==> src/rtl/slice_own_access.sv <==
// Access check: decodes the slice from the address, compares the requestor
// with the recorded owner, and registers grant or fatal one cycle later.
// Assumes: SLICE_LSB >= 1 and ADDR_W >= SLICE_LSB + log2(NUM_SLICES).
module slice_own_access #(
    parameter int NUM_SLICES = 1024,
    parameter int HOST_W     = 6,
    parameter int ADDR_W     = 40,
    parameter int SLICE_LSB  = 30,
    localparam int IDX_W     = $clog2(NUM_SLICES),
    localparam int TOP_LSB   = SLICE_LSB + IDX_W
) (
    input  logic              clk,
    input  logic              rst_n,
    input  logic              acc_valid,
    input  logic [HOST_W-1:0] acc_req_id,
    input  logic [ADDR_W-1:0] acc_addr,
    output logic [IDX_W-1:0]  rd_idx,
    input  logic              rd_valid,
    input  logic [HOST_W-1:0] rd_host,
    output logic              acc_resp_valid,
    output logic              acc_grant,
    output logic              acc_fatal
);
    logic in_range;
    logic allow;

    // Offset bits inside a slice never affect the check.
    logic unused_offset;
    assign unused_offset = ^acc_addr[SLICE_LSB-1:0];

    // Range variant: only present when the address has bits above the index.
    generate
        if (ADDR_W > TOP_LSB) begin : g_range
            assign in_range = (acc_addr[ADDR_W-1:TOP_LSB] == '0);
        end else begin : g_full
            assign in_range = 1'b1;
        end
    endgenerate

    // Slice decode and owner comparison.
    always_comb begin
        rd_idx = acc_addr[SLICE_LSB +: IDX_W];
        allow  = in_range && rd_valid && (rd_host == acc_req_id);
    end

    // Result register: fixed one-cycle latency, one access per cycle.
    always_ff @(posedge clk) begin
        if (!rst_n) begin
            acc_resp_valid <= 1'b0;
            acc_grant      <= 1'b0;
            acc_fatal      <= 1'b0;
        end else begin
            acc_resp_valid <= acc_valid;
            acc_grant      <= acc_valid && allow;
            acc_fatal      <= acc_valid && !allow;
        end
    end


    one_result_chk: assert property (@(posedge clk) disable iff (!rst_n)
        acc_resp_valid |-> (acc_grant ^ acc_fatal));


    grant_follows_req_chk: assert property (@(posedge clk) disable iff (!rst_n)
        acc_grant |-> $past(acc_valid));


    quiet_when_idle_chk: assert property (@(posedge clk) disable iff (!rst_n)
        !acc_resp_valid |-> (!acc_grant && !acc_fatal));
endmodule

==> config.mk <==
export PLATFORM = sky130hd
export DESIGN_NAME = slice_own_access
export DESIGN_NICKNAME = d
export VERILOG_FILES = /design/src/rtl/slice_own_access.sv
export SDC_FILE = /design/constraint.sdc
export NUM_CORES = 1
export LEC_CHECK = 0
export ABC_AREA = 1
export CAP_MARGIN = 15
export CORE_UTILIZATION = 17
export CTS_CLUSTER_DIAMETER = 40
export DETAILED_ROUTE_END_ITERATION = 7
export PLACE_DENSITY = 0.89
export RECOVER_POWER = 50
export SLEW_MARGIN = 15
export SYNTH_ARGS = -nofsm -noshare
export SYNTH_HDL_FRONTEND = slang
export SYNTH_SLANG_ARGS = --single-unit
==> constraint.sdc <==
create_clock -name clk -period 1.2 [get_ports clk]
set_input_delay 0.3 -clock clk [delete_from_list [all_inputs] [get_ports clk]]
set_output_delay 0.3 -clock clk [all_outputs]
set_load 0.03 [all_outputs]
# After elaboration in Yosys (flattened, before gate mapping)
# Index checks and enable logic that the tools add are counted.
# classes
n_eq_ne	1
reduce_logical	4
# op_table
cell	n
$eq A6 B6 Y1	1
$logic_and A1 B1 Y1	3
$logic_not A1 Y1	1
# word_totals
reg_bits	3
out_inout_bits	13
elab_cells	8

# Longest topological paths before layout
# Gate-level depths: netlist (run 1).
# logic_depth
depth_word	4
depth_mapped	7
mapped_depth_nobuf	7

# Worst setup path after synthesis (run 1)
# OpenSTA, ideal clock, no wires.
# synth_path
path_kind	input-to-reg
from	input port acc_req_id[0]
to	register acc_fatal
t_arrival_ns	0.674
setup_slack_ns	0.411
stages	7
cell_sequence	inv_1 -> nand2_1 -> nand2_1 -> nor2_1 -> nand2_1 -> nor2_1 -> nor2_1
# synth_between
elab_chain_len	4
# synth_rtl
item	line	rtl
from (decl)	15	input logic [HOST_W-1:0] acc_req_id,
$eq A6 B6 Y1	43	allow = in_range && rd_valid && (rd_host == acc_req_id);
$logic_and A1 B1 Y1	43	
$logic_not A1 Y1	55	acc_fatal <= acc_valid && !allow;
$logic_and A1 B1 Y1	55	
to (signal assigned)	55	
to (decl)	22	output logic acc_fatal
# No other way between the ends.
# A chain may end at the register's enable or synchronous reset.

# Worst setup path after layout (run 1)
# layout_path
from	input port rd_host[0]
to	register acc_fatal
# layout_between
elab_chain_len	4
# layout_rtl
item	line	rtl
from (decl)	19	input logic [HOST_W-1:0] rd_host,
$eq A6 B6 Y1	43	
$logic_and A1 B1 Y1	43	
$logic_not A1 Y1	55	
$logic_and A1 B1 Y1	55	
# No other way between the ends.

==> impl_metrics.env, run 1 <==
export IMPL_post_route_drc_count=0
export IMPL_layout_commonest_cell="nand2_1"
export IMPL_grtUsageMet2_pct=10.6
export IMPL_worstMarginPinSlew_ns=0.113
export IMPL_yosysWarnings=0
export IMPL_fill_cells=175
export IMPL_worstHoldStart="acc_req_id[0]"
export IMPL_nNetsFinal=119
export IMPL_first_iter_violations=3
export IMPL_critPathCaptureType="register"
export IMPL_via_per_inst=3.64
export IMPL_die_w_um=43.0
export IMPL_stdcell_area_um2=455
export IMPL_start_kind="input port"
export IMPL_antenna_found_initial=0
export IMPL_drtAntennaViolNets=0
export IMPL_max_freq_mhz=927
export IMPL_finalSetupViolCount=0
export IMPL_gp_congestion=0.569
export IMPL_holdPathStages=4
export IMPL_synth_area_um2=285
export IMPL_cts_buffer_depth=2
export IMPL_whs_ns=0.436
export IMPL_synth_fp_nets=106
export IMPL_tns_ns=0
export IMPL_synth_cells=50
export IMPL_cts_root_buf="clkbuf_4"
export IMPL_htreeDepth=1
export IMPL_place_area_um2=403
export IMPL_diodes=0
export IMPL_path_clk_slew_ns=0.04
export IMPL_whs_endpoint="acc_grant$_SDFF_PN0_"
export IMPL_io_buffers=18
export IMPL_grt_max_degree=4
export IMPL_startpoint="rd_host[0]"
export IMPL_cp_max_fo=2
export IMPL_grt_pass1_vias=247
export IMPL_clock_sinks=3
export IMPL_post_place_cells=74
export IMPL_yosysSeqAreaShare_pct=21.1
export IMPL_pin_count=69
export IMPL_area_growth_pct=59.6
export IMPL_slew_violations=0
export IMPL_die_area_mm2=0.00185
export IMPL_busiest_layer="met2"
export IMPL_power_density_mw_per_mm2=831
export IMPL_gr_usage_met1_pct=5.36
export IMPL_fin_crit_ns=1.08
export IMPL_rsz0062_at_grt="no"
export IMPL_cts_made_buffers=3
export IMPL_globalRouteMet3Util_pct=1.70
export IMPL_ys_types=8
export IMPL_core_rowCount=14
export IMPL_max_slew_margin_pct=92.4
export IMPL_firstDrtPassIters=2
export IMPL_finalWirelength_um=578
export IMPL_max_cap_viol_count=0
export IMPL_p_leak_nw=0.305
export IMPL_yosys_register_bits=3
export IMPL_final_cells=78
export IMPL_required_ns=1.32
export IMPL_cts_tree="done"
export IMPL_routed_via_count=284
export IMPL_hpwl_um=457
export IMPL_hold_viol=0
export IMPL_post_route_period_util_pct=89.9
export IMPL_status="complete, no violations"
export IMPL_final_util_pct=29.5
export IMPL_grt_overflow_total=0
export IMPL_die_y_um=43.0
export IMPL_drive_gt1_share_pct=16.1
export IMPL_final_cell_mix="nand2_1, inv_1, clkdlybuf4s50_1"
export IMPL_grt_pass1_wl_um=841
export IMPL_ctsHoldBuffers=0
export IMPL_start_util_pct=18.5
export IMPL_wire_per_inst_um=7.41
export IMPL_min_path_type="in2reg"
export IMPL_grt_total_usage_pct=6.34
export IMPL_core_area_mm2=0.00154
export IMPL_avgSynthCellArea_um2=5.71
export IMPL_crit_arrival_ns=1.20
export IMPL_peakVddDrop_uv=156
export IMPL_crit_type="in2reg"
routing by layer:
metal / up-vias / part of all wire, %
li1: 155 / -
met1: 114 / 31
met2: 13 / 60
met3: 2 / 8.3
met4: 0 / 0.69
met5: - / 0
area by class of cell:
type                       count  area, um^2  share of cell area [%]
clock buffer                   4        26.3                    5.77
inverter                      12        45.0                    9.89
multi-input combinational     25         114                    25.0
sequential                     3        60.1                    13.2
tap                           16        20.0                    4.40
timing repair buffer          18         190                    41.8
stage by stage:
step | total power, W | worst slack, ns
global placement | 0.000203 | -0.154
global route | 0.000402 | 0.000604
finish | 0.000379 | 0.121
detailed placement | 0.000206 | -0.165
floorplan | 0.000206 | 0.411
CTS | 0.000392 | 0.0832
state kept, by name (all words and copies together) (netlist names):
name,flops
acc_grant,1
acc_resp_valid,1
acc_fatal,1
worst max-delay path: stages:
cell             delay (ns)
clkdlybuf4s50_1        0.48
inv_1                  0.05
a21boi_2               0.13
nand3_2                0.10
nor2_1                 0.09
nor2_1                 0.04
power by group:
group | total (W) | switching, W | leakage (nW) | internal, W
clock | 0.000175 | 0.0000501 | 0.0150 | 0.000124
sequential | 0.000105 | 0.000000775 | 0.0247 | 0.000104
combinational | 0.0000992 | 0.0000414 | 0.265 | 0.0000579
total | 0.000379 | 0.0000922 | 0.305 | 0.000286
cell families after synthesis:
logic type	share of synthesized area, %
compound gates	2.63
buf+inv	42.1
flops	21.1
simple gates	34.2
synth_stat cells, drive strengths merged:
cell / n / area share [%]
dfxtp: 3 / 21
nand2: 17 / 22
buf: 10 / 26
nor2: 5 / 6.6
nand3: 1 / 1.8
inv: 12 / 16
a21boi: 1 / 2.6
nor3: 1 / 3.5
worst max path at each step:
stage / to / slack [ns] / cells after the start
after floorplan: acc_fatal$_SDFF_PN0_ / 0.41 / 7
after global placement: acc_fatal$_SDFF_PN0_ / -0.15 / 6
after detailed placement: acc_fatal$_SDFF_PN0_ / -0.17 / 6
after CTS: acc_fatal$_SDFF_PN0_ / 0.08 / 6
after global routing: acc_fatal$_SDFF_PN0_ / 0.0006 / 7
final: acc_fatal$_SDFF_PN0_ / 0.12 / 6
what timing repair did:
action / CTS / global route
buffers inserted: 0 / 0
setup endpoints to repair: 0 / 1
hold endpoints to repair: 0 / 0
resized for setup: 0 / 10
Power figures use the tool's default switching activity.
==> inputs of run 2 (changes only) <==
RECOVER_POWER = unset   (was 50)
SETUP_SLACK_MARGIN = 0.1   (was unset)
==> run 2 against run 1 <==
Compared with the run above: sequential cell count is the same; routed wire length shrank 3.1%; fmax grew 11%; count of clock-buffer cells in the layout is the same; total power shrank 2.3%.
==> impl_metrics.env, run 2 (same netlist as run 1, synthesis figures left out) <==
export IMPL_die_y_um=43.0
export IMPL_cts_root_buf="clkbuf_4"
export IMPL_htreeDepth=1
export IMPL_cts_made_buffers=3
export IMPL_slew_violations=0
export IMPL_path_clk_slew_ns=0.04
export IMPL_cp_max_fo=1
export IMPL_crit_family="flip-flops"
export IMPL_post_route_drc_count=0
export IMPL_peakVddDrop_uv=157
export IMPL_start_util_pct=18.5
export IMPL_rsz0062_at_grt="no"
export IMPL_postCtsSetupRepairBufs=0
export IMPL_post_place_cells=74
export IMPL_wire_per_inst_um=7.18
export IMPL_p_leak_nw=0.306
export IMPL_core_rowCount=14
export IMPL_routed_via_count=285
export IMPL_post_route_period_util_pct=81.1
export IMPL_min_path_type="in2reg"
export IMPL_drive_gt1_share_pct=16.1
export IMPL_final_cells=78
export IMPL_crit_type="reg2out"
export IMPL_required_ns=0.90
export IMPL_cts_buffer_depth=2
export IMPL_fin_crit_ns=0.973
export IMPL_nNetsFinal=119
export IMPL_core_area_mm2=0.00154
export IMPL_grt_total_usage_pct=6.42
export IMPL_power_w=0.000370
export IMPL_cp_num_cells=1
export IMPL_worstHoldStart="acc_req_id[1]"
export IMPL_final_cell_mix="nand2_1, inv_1, dlygate4sd2_1"
export IMPL_startpoint="acc_resp_valid$_SDFF_PN0_"
export IMPL_layout_commonest_cell="nand2_1"
export IMPL_die_w_um=43.0
export IMPL_antenna_found_initial=0
export IMPL_finalSetupViolCount=0
export IMPL_diodes=0
export IMPL_hpwl_um=457
export IMPL_max_freq_mhz=1030
export IMPL_firstDrtPassIters=1
export IMPL_max_slew_margin_pct=92.4
export IMPL_power_density_mw_per_mm2=828
export IMPL_finalWirelength_um=560
export IMPL_gp_congestion=0.569
export IMPL_cpMaxStageDelayCell="dfxtp_1"
export IMPL_endpoint="acc_resp_valid"
export IMPL_io_buffers=18
export IMPL_pin_count=69
export IMPL_status="complete, no violations"
export IMPL_largestRegisters="acc_fatal x1, acc_grant x1, acc_resp_valid x1"
export IMPL_cts_tree="done"
export IMPL_path_cells="buf_4"
export IMPL_via_per_inst=3.65
export IMPL_path_buf_inv=1
export IMPL_hold_viol=0
export IMPL_worstMarginPinSlew_ns=0.114
export IMPL_clock_sinks=3
export IMPL_crit_arrival_ns=0.67
export IMPL_start_kind="register"
export IMPL_first_iter_violations=0
export IMPL_grt_pass1_vias=251
export IMPL_cpPeakStageDelay_ns=0.30
export IMPL_grt_pass1_wl_um=855
export IMPL_area_growth_pct=56.6
export IMPL_drtAntennaViolNets=0
export IMPL_grt_overflow_total=0
export IMPL_grt_max_degree=4
export IMPL_critPathCaptureType="output port"
export IMPL_die_area_mm2=0.00185
export IMPL_max_cap_viol_count=0
-- run 2: cell count changes in the layout (fill, tap and decap cells not counted) --
cell,change
clkdlybuf4s50_1,-6
dlygate4sd2_1,+7
dlymetal6s2s_1,-1
inv_1,+1
inv_2,-1
nor2_1,-1
nor2_2,+1
-- run 2: timing repair --
item,4_1_cts,5_1_grt
setup endpoints to repair,1,1
pin swaps,8,6
hold buffers,0,0
gates resized for setup,8,8
-- run 2: where the power goes --
group	internal, W	total [W]	switching [W]
Clock	0.000124	0.000174	0.0000496
Combinational	0.0000499	0.0000908	0.0000409
Sequential	0.000104	0.000105	0.000000775
-- run 2: layer usage --
metal,global-route usage [%],part of all wire (%)
met3,1.70,8.9
met5,0,0
met2,10.3,59
met1,5.87,31
met4,7.88,0.71
-- run 2: cell type report --
cell class | count | area (um^2)
fillers | 184 | 1090
repair buffers | 18 | 179
multi-input cells | 25 | 116
clock buffers | 4 | 26.3
well taps | 16 | 20.0
inverters | 12 | 45.0
flip-flops and latches | 3 | 60.1
-- run 2: how the worst min path moves through the flow --
stage,to,slack [ns],cells after the start
6_report,acc_grant$_SDFF_PN0_,0.50,5
5_1_grt,acc_grant$_SDFF_PN0_,0.54,5
3_5_place_dp,rd_idx[0],0.60,0
3_3_place_gp,rd_idx[0],0.60,0
4_1_cts,acc_grant$_SDFF_PN0_,0.57,4
2_1_floorplan,acc_resp_valid$_SDFF_PN0_,0.44,2
-- run 2: per-stage QoR --
step / worst slack [ns] / util, % / cell area [um^2] / hold WS (ns) / TNS, ns
4_1_cts: 0.128 / 27.5 / 424 / 0.571 / 0
2_1_floorplan: 0.411 / - / 285 / 0.444 / 0
6_report: 0.227 / 29.0 / 447 / 0.501 / 0
3_3_place_gp: -0.154 / 26.1 / 403 / 0.600 / -0.261
5_1_grt: 0.183 / 29.0 / 447 / 0.536 / 0
3_5_place_dp: -0.165 / 26.1 / 403 / 0.600 / -0.277
==> inputs of run 3 (changes only) <==
CORE_UTILIZATION = 16   (was 17)
PLACE_DENSITY = 0.85   (was 0.89)
clock period = 1 ns   (was 1.2 ns; I/O delays follow)
==> run 3 against run 2 <==
Compared with the run above: the run now ends with DRC left; count of clock-buffer cells in the layout did not move; routed wire length fell by 1.8%; sequential share of layout area rose by 1.1 points; final cell count did not move; global-route usage rose by 0.54 points; sequential power rose by 21%; utilization fell by 1.2 points; via count fell by 2.5%; critical path type unchanged.
==> impl_metrics.env, run 3 (same netlist as run 1, synthesis figures left out) <==
export IMPL_max_cap_viol_count=0
export IMPL_htreeDepth=1
export IMPL_max_freq_mhz=1100
export IMPL_cp_num_cells=1
export IMPL_cts_made_buffers=3
export IMPL_crit_arrival_ns=0.66
export IMPL_grt_total_usage_pct=6.96
export IMPL_post_place_cells=74
export IMPL_firstDrtPassIters=5
export IMPL_final_cell_mix="nand2_1, inv_1, dlygate4sd2_1"
export IMPL_p_int_w=0.000333
export IMPL_finalWirelength_um=550
export IMPL_max_slew_margin_pct=92.0
export IMPL_whs_ns=0.448
export IMPL_crit_family="flip-flops"
export IMPL_status="complete, but fails checks"
export IMPL_path_buf_inv=1
export IMPL_post_route_drc_count=2
export IMPL_first_iter_violations=2
export IMPL_via_per_inst=3.56
export IMPL_min_path_type="in2reg"
export IMPL_routed_via_count=278
export IMPL_cts_buffer_depth=2
export IMPL_layout_commonest_cell="nand2_1"
export IMPL_die_area_mm2=0.00196
export IMPL_cpMaxStageDelayCell="dfxtp_2"
export IMPL_core_rowCount=14
export IMPL_drive_gt1_share_pct=19.4
export IMPL_gp_congestion=0.552
export IMPL_rsz0062_at_grt="yes"
export IMPL_cp_max_fo=1
export IMPL_cts_tree="done"
export IMPL_hold_viol=0
export IMPL_critPathCaptureType="output port"
export IMPL_final_util_pct=27.8
export IMPL_pin_count=69
export IMPL_peakVddDrop_uv=188
export IMPL_cpPeakStageDelay_ns=0.31
export IMPL_die_y_um=44.2
export IMPL_die_w_um=44.2
export IMPL_antenna_found_initial=0
export IMPL_slew_violations=0
export IMPL_power_density_mw_per_mm2=1010
export IMPL_worstMarginPinSlew_ns=0.119
export IMPL_p_leak_nw=0.264
export IMPL_area_growth_pct=53.5
export IMPL_path_clk_slew_ns=0.04
export IMPL_core_area_mm2=0.00158
export IMPL_required_ns=0.75
export IMPL_final_cells=78
export IMPL_violations="DRC"
export IMPL_finalSetupViolCount=0
export IMPL_nNetsFinal=119
export IMPL_wire_per_inst_um=7.05
export IMPL_clock_sinks=3
export IMPL_grt_pass1_wl_um=972
export IMPL_crit_type="reg2out"
export IMPL_grt_overflow_total=0
export IMPL_seqPwrFrac_pct=28.7
export IMPL_holdPathStages=4
export IMPL_start_util_pct=18.1
export IMPL_drtAntennaViolNets=0
export IMPL_hpwl_um=470
export IMPL_grt_pass1_vias=265
export IMPL_io_buffers=18
export IMPL_grt_max_degree=4
export IMPL_cts_root_buf="clkbuf_4"
export IMPL_largestRegisters="acc_fatal x1, acc_grant x1, acc_resp_valid x1"
export IMPL_post_route_period_util_pct=91.2
export IMPL_power_frac_clock_pct=47.4
export IMPL_fin_crit_ns=0.912
export IMPL_combPwrFrac_pct=23.9
export IMPL_path_cells="buf_6"
export IMPL_swShare_pct=24.9
export IMPL_power_switching_w=0.000111
export IMPL_diodes=0
export IMPL_start_kind="register"
-- run 3: power by group through the flow --
stage	Clock, W	Sequential [W]	Combinational, W
2_1_floorplan	0	0.000137	0.000110
3_3_place_gp	0	0.000128	0.000117
3_5_place_dp	0	0.000128	0.000119
4_1_cts	0.000226	0.000127	0.000107
5_1_grt	0.000226	0.000128	0.000121
6_report	0.000210	0.000127	0.000106
-- run 3: path summary, 6_finish.rpt --
kind,slack (ns),endpoint,start
max,0.09,acc_grant,acc_grant$_SDFF_PN0_
min,0.45,acc_grant$_SDFF_PN0_,acc_req_id[0]
-- run 3: repair_timing --
| action | CTS | global route |
|---|---|---|
| buffers inserted | 0 | 0 |
| pin swaps | 10 | 0 |
| gates resized for setup | 21 | 1 |
| cloned | 0 | 0 |
| setup endpoints to repair | 5 | 4 |
| hold buffers | 0 | 0 |
-- run 3: layer usage --
layer	global-route usage, %	vias up	wire length (um)
met1	6.88	114	181
met5	0	-	0
met3	2.04	0	57
li1	-	154	-
met2	10.6	10	312
met4	8.48	0	0
-- run 3: layout make-up --
class	instances	area, um^2
Inverter	12	45.0
Tap cell	16	20.0
Fill cell	185	1140
Clock buffer	4	26.3
Multi-Input combinational cell	25	114
Timing Repair Buffer	18	169
Sequential cell	3	63.8
-- run 3: stage by stage --
step / setup slack [ns] / TNS (ns) / power [W] / cell area [um^2]
2_1_floorplan: 0.261 / 0 / 0.000247 / 285
3_3_place_gp: -0.321 / -0.603 / 0.000245 / 403
3_5_place_dp: -0.314 / -0.594 / 0.000246 / 403
4_1_cts: 0.0758 / 0 / 0.000460 / 437
5_1_grt: 0.0674 / 0 / 0.000475 / 438
6_report: 0.0885 / 0 / 0.000444 / 438
